<file path="src/rtl/voice_irq_pkg.sv">
package voice_irq_pkg;

  // Active count from a written byte: 1 + low six bits, limited to [lo, hi].
  function automatic logic [6:0] clamp_count(input logic [7:0] wr, input logic [6:0] lo,
                                             input logic [6:0] hi);
    logic [6:0] raw;
    raw = {1'b0, wr[5:0]} + 7'd1;
    if (raw < lo) raw = lo;
    if (raw > hi) raw = hi;
    return raw;
  endfunction

  // Source byte: inverted wave, inverted ramp, fixed one, voice index.
  function automatic logic [7:0] cause_byte(input logic [4:0] idx, input logic wave_p,
                                            input logic ramp_p);
    return {~wave_p, ~ramp_p, 1'b1, idx};
  endfunction

endpackage

</file>
<file path="src/rtl/vi_count_reg.sv">
module vi_count_reg #(
  parameter int NV   = 32,
  parameter int MINV = 14,
  localparam int CW  = $clog2(NV + 1)
) (
  input  logic          clk,
  input  logic          rst_n,
  input  logic          wr,
  input  logic [7:0]    wdata,
  output logic [CW-1:0] cnt_q,
  output logic [NV-1:0] act_mask
);
  import voice_irq_pkg::*;

  logic [6:0] cnt_next;
  assign cnt_next = clamp_count(wdata, 7'(MINV), 7'(NV));

  always_ff @(posedge clk) begin
    if (!rst_n)  cnt_q <= CW'(MINV);
    else if (wr) cnt_q <= CW'(cnt_next);
  end

  for (genvar i = 0; i < NV; i++) begin : g_mask
    assign act_mask[i] = (cnt_q > CW'(i));
  end
endmodule

</file>
<file path="src/rtl/vi_flag_bank.sv">
module vi_flag_bank #(
  parameter int NV = 32
) (
  input  logic          clk,
  input  logic          rst_n,
  input  logic [NV-1:0] set_v,
  input  logic [NV-1:0] clr_v,
  output logic [NV-1:0] flag_q
);
  for (genvar i = 0; i < NV; i++) begin : g_flag
    always_ff @(posedge clk) begin
      if (!rst_n)        flag_q[i] <= 1'b0;
      else if (set_v[i]) flag_q[i] <= 1'b1;
      else if (clr_v[i]) flag_q[i] <= 1'b0;
    end
  end
endmodule

</file>
<file path="src/rtl/vi_rr_scan.sv">
module vi_rr_scan #(
  parameter int NV  = 32,
  localparam int IW = $clog2(NV),
  localparam int CW = $clog2(NV + 1)
) (
  input  logic [NV-1:0] pend,
  input  logic [IW-1:0] ptr,
  input  logic [CW-1:0] cnt,
  output logic          hit,
  output logic [IW-1:0] hit_idx
);
  int start;
  int lim;

  always_comb begin
    lim   = int'(cnt);
    start = (int'(ptr) >= lim) ? 0 : int'(ptr);
    hit     = 1'b0;
    hit_idx = IW'(start);
    for (int k = 0; k < NV; k++) begin
      int idx;
      idx = start + k;
      if (idx >= lim) idx = idx - lim;
      if (k < lim) begin
        if (!hit && pend[idx]) begin
          hit     = 1'b1;
          hit_idx = IW'(idx);
        end
      end
    end
  end
endmodule

</file>
<file path="src/rtl/voice_irq_arbiter.sv">
module voice_irq_arbiter #(
  parameter int NUM_VOICES = 32,
  parameter int MIN_ACTIVE = 14
) (
  input  logic                  clk,
  input  logic                  rst_n,
  input  logic [NUM_VOICES-1:0] wave_set,
  input  logic [NUM_VOICES-1:0] ramp_set,
  input  logic                  cnt_wr,
  input  logic [7:0]            cnt_wdata,
  input  logic                  src_rd,
  input  logic                  irq_en,
  output logic [7:0]            status,
  output logic [7:0]            src_data,
  output logic                  irq
);
  import voice_irq_pkg::*;

  localparam int IW = $clog2(NUM_VOICES);
  localparam int CW = $clog2(NUM_VOICES + 1);

  logic [CW-1:0]         cnt_q;
  logic [NUM_VOICES-1:0] act_mask;
  logic [NUM_VOICES-1:0] wave_q, ramp_q;
  logic [NUM_VOICES-1:0] pend_act;
  logic [NUM_VOICES-1:0] rd_clr;
  logic [IW-1:0]         ptr_q, cur_ptr, scan_idx;
  logic                  scan_hit;
  logic                  wave_any, ramp_any;

  vi_count_reg #(.NV(NUM_VOICES), .MINV(MIN_ACTIVE)) u_count (
    .clk(clk), .rst_n(rst_n), .wr(cnt_wr), .wdata(cnt_wdata),
    .cnt_q(cnt_q), .act_mask(act_mask)
  );

  vi_flag_bank #(.NV(NUM_VOICES)) u_wave (
    .clk(clk), .rst_n(rst_n), .set_v(wave_set), .clr_v(rd_clr), .flag_q(wave_q)
  );

  vi_flag_bank #(.NV(NUM_VOICES)) u_ramp (
    .clk(clk), .rst_n(rst_n), .set_v(ramp_set), .clr_v(rd_clr), .flag_q(ramp_q)
  );

  assign pend_act = (wave_q | ramp_q) & act_mask;

  vi_rr_scan #(.NV(NUM_VOICES)) u_scan (
    .pend(pend_act), .ptr(ptr_q), .cnt(cnt_q), .hit(scan_hit), .hit_idx(scan_idx)
  );

  assign cur_ptr = scan_hit ? scan_idx : ptr_q;

  always_ff @(posedge clk) begin
    if (!rst_n) ptr_q <= '0;
    else        ptr_q <= cur_ptr;
  end

  for (genvar i = 0; i < NUM_VOICES; i++) begin : g_clr
    assign rd_clr[i] = src_rd && (cur_ptr == IW'(i));
  end

  assign wave_any = |(wave_q & act_mask);
  assign ramp_any = |(ramp_q & act_mask);
  assign status   = {1'b0, ramp_any, wave_any, 5'b0};
  assign src_data = cause_byte(5'(cur_ptr), wave_q[cur_ptr], ramp_q[cur_ptr]);
  assign irq      = irq_en && (status != 8'h00);
endmodule

</file>
<file path="config.mk">
export PLATFORM = sky130hd
export DESIGN_NAME = voice_irq_arbiter
export DESIGN_NICKNAME = d
export VERILOG_FILES = /design/src/rtl/voice_irq_pkg.sv /design/src/rtl/vi_count_reg.sv /design/src/rtl/vi_flag_bank.sv /design/src/rtl/vi_rr_scan.sv /design/src/rtl/voice_irq_arbiter.sv
export SDC_FILE = /design/constraint.sdc
export NUM_CORES = 1
export LEC_CHECK = 0
export BUFFER_PORTS_ARGS = -buffer_cell sky130_fd_sc_hd__buf_2
export CAP_MARGIN = 20
export CORE_MARGIN = 2
export CORE_UTILIZATION = 30
export DETAILED_ROUTE_END_ITERATION = 8
export MAX_ROUTING_LAYER = met4
export PLACE_DENSITY = 0.55
export SLEW_MARGIN = 25
export SYNTH_ARGS = -nofsm -noshare
export SYNTH_HDL_FRONTEND = slang
export SYNTH_SLANG_ARGS = --single-unit
</file>
<file path="constraint.sdc">
create_clock -name clk -period 24.7 [get_ports clk]
set_clock_uncertainty 0.15 [all_clocks]
set_input_delay 3.705 -clock clk [delete_from_list [all_inputs] [get_ports clk]]
set_output_delay 3.705 -clock clk [all_outputs]
set_load 0.005 [all_outputs]
</file>
==> results.tsv <==
stage	metric	value	unit
routing	post_drt_wl_per_cell	34.4	um
yosys	yosysWarnings	0	
cts	h-tree-depth	3	
cts	ctsHoldBuffers	0	
cts	cts.path.max_buffers	2	
routing	routed_wl	156	mm
die	initial_core_util	0.302	
grt	gr-usage-met2	0.489	
cells_and_area	nFillCells	8872	
placement	dp_hpwl	109	mm
setup_path	slowest_delay	0.82	ns
cells_and_area	syn_to_final_growth	10.0	%
setup_path	rr_worst_depth	36	
setup_path	worstPathRequired	20.85	ns
setup_path	start_kind	flop	
routing	drt_iter0_drc	4891	
cts	clock-root-buffer	clkbuf_16	
yosys	synth_cells	3452	
die	fp-row-count	105	
yosys	ys_seq_area_frac	0.0607	
hold_path	hold-path-endpoint	u_ramp.flag_q[5]	
sta	fmax	56.5	MHz
die	die_h	291	um
cts	cts_tree	built	
grt	met3_usage	0.124	
routing	drc	0	
cells_and_area	drive_gt1_frac	0.150	
grt	grt_pass1_vias	28202	
sta	fin_crit	17.69	ns
cts	clk_latency	0.35	ns
yosys	synth.avg_cell_area	7.16	um^2
placement	portBuffers	84	
grt	grt_max_degree	70	
run	maxCapViolations	0	
yosys	synth_area_leader_cell	mux2i_1	
yosys	async_reset_ff_frac	0	
yosys	synth_top_area_share	0.150	
cells_and_area	final_nets	3637	
die	ios	94	
grt	grt_overflow	0	
yosys	syn-cell-area	24700	um^2
grt	grt_pass1_wl	215	mm
yosys	synth-seq-cells	75	
sta	tightest_slew	1.29	ns
routing	via_per_inst	6.92	
routing	first_pass_iters	9	
cts	clock_sinks	75	
cts	cts_buffers	9	
sta	setup_violations	0	
grt	top_usage_layer	met2	
cts	cts_setup_buffers	0	
setup_path	cp_top_family	simple AND/OR/NAND/NOR gates	
setup_path	reg2reg_slack	10.78	ns
yosys	ys_types	122	
setup_path	critPathMaxFanout	25	
hold_path	min-delay-path-class	reg2reg	
routing	drt.antenna.violating_nets	0	
grt	grt_util_met1	0.452	
setup_path	arrival	13.83	ns
sta	finalCritPeriodShare	0.716	
setup_path	path_class	reg2out	
placement	gp_congestion	1.10	
setup_path	cp_slowest_cell	a22oi_1	
grt	antenna_found_initial	8	
grt	grtUsageTotal	0.361	
routing	vias	31309	
die	coreArea	81800	um^2
hold_path	hold_path_depth	2	
setup_path	critical_path_buf_inv_count	9	
yosys	synth_edf_count	0	
die	fp.dieArea	84700	um^2
sta	hold_viol	0	
sta	finalSetupTns	0	ns
cts	clk_pin_slew	0.06	ns
setup_path	endpoint_kind	primary output	
cts	cts-resized-gates	0	
die	die_w	291	um
yosys	synthFlopType	dfxtp_1	
hold_path	hold_start	u_ramp.flag_q[5]	
yosys	synth.area.top_cells	mux2i_1 15%, dfxtp_1 6.1%, ha_1 5.9%	
setup_path	r2r-end	u_ramp.flag_q[31]	
sta	relSlewSlack	0.138	
sta	rsz0062_at_grt	false	
sta	slew_viol_final	0	
setup_path	r2r_start	u_count.cnt_q[3]	
run_status	status	finished clean	
[synthesized netlist by cell type (57+ instances only)]
cell and n:
ha_1 117, clkbuf_1 187, a211oi_1 144, nor2_1 349, buf_2 57, nand2_1 280, inv_1 118, mux4_2 57
mux2i_1 371, o21ai_0 186, o211ai_1 125, a21oi_1 264, nor3_1 93, dfxtp_1 75
[cell type report]
cell class / count / area (um^2) / share of cell area
Antenna cell: 10 / 25.0 / 0.000920
Clock buffer: 11 / 243 / 0.00892
Clock inverter: 5 / 52.6 / 0.00193
Inverter: 131 / 497 / 0.0183
Multi-Input combinational cell: 2971 / 21900 / 0.804
Sequential cell: 75 / 1500 / 0.0552
Tap cell: 1070 / 1340 / 0.0492
Timing Repair Buffer: 251 / 1680 / 0.0617
[layer usage]
layer / part of all wire / wire length (um) / vias up
met5: 0 / 0 / -
met4: 0.082 / 12800 / 0
met3: 0.14 / 21900 / 645
met2: 0.39 / 60400 / 2382
met1: 0.39 / 60700 / 14938
li1: - / - / 13344
[cells in the final DEF (no fill, tap or decap), drive strengths merged, types with 28 or more instances in the layout]
cell,n
a211o,31
a211oi,147
a21o,42
a21oi,273
a22oi,34
and2,28
buf,251
dfxtp,75
ha,117
inv,131
mux2i,377
mux4,63
nand2,282
nand3,47
nand4,33
nor2,349
nor3,96
o2111ai,30
o211ai,130
o21ai,240
o22ai,32
or2,31
xnor2,52
[tightest hold or removal path: stages, from the launching register on]
cell and delay, ns:
dfxtp_1 0.34, o21ai_0 0.08, a21oi_1 0.06
[kinds of logic after synthesis]
group	count (synthesis)	synth area share
compound gates	1284	0.363
simple gates	1031	0.198
mux	452	0.219
buf+inv	411	0.0685
fa+ha+maj	121	0.0624
xor+xnor	76	0.0278
flops	75	0.0607
other cells	2	0.000304
[stage by stage]
stage | cells | utilization | instance area (um^2) | hold WS, ns | setup slack, ns
final | 4524 | 0.332 | 27200 | 0.385 | 7.01
after floorplan | 3457 | - | 24700 | 0.324 | 9.83
after detailed placement | 4497 | 0.327 | 26800 | 0.376 | 7.59
after global placement | 4497 | 0.327 | 26800 | 0.368 | 7.64
after global routing | 4522 | 0.332 | 27200 | 0.416 | 6.76
after CTS | 4513 | 0.331 | 27100 | 0.385 | 7.20
[registers in the layout (all words and copies together), names as in the netlist]
register / flops
u_ramp.flag_q: 32
u_wave.flag_q: 32
ptr_q: 5
u_count.cnt_q: 6
[worst max path at each step]
stage	from	end	slack (ns)	cells past startpoint
6_report	u_count.cnt_q[3]	src_data[6]	7.01	37
2_1_floorplan	u_count.cnt_q[3]	src_data[6]	9.83	41
4_1_cts	u_count.cnt_q[3]	src_data[7]	7.20	38
3_3_place_gp	u_count.cnt_q[3]	src_data[6]	7.64	38
3_5_place_dp	u_count.cnt_q[3]	src_data[7]	7.59	38
5_1_grt	u_count.cnt_q[3]	src_data[7]	6.76	37
Power is not shown: default switching activity piles up to over one toggle a cycle in this logic, so the estimate is an artifact.
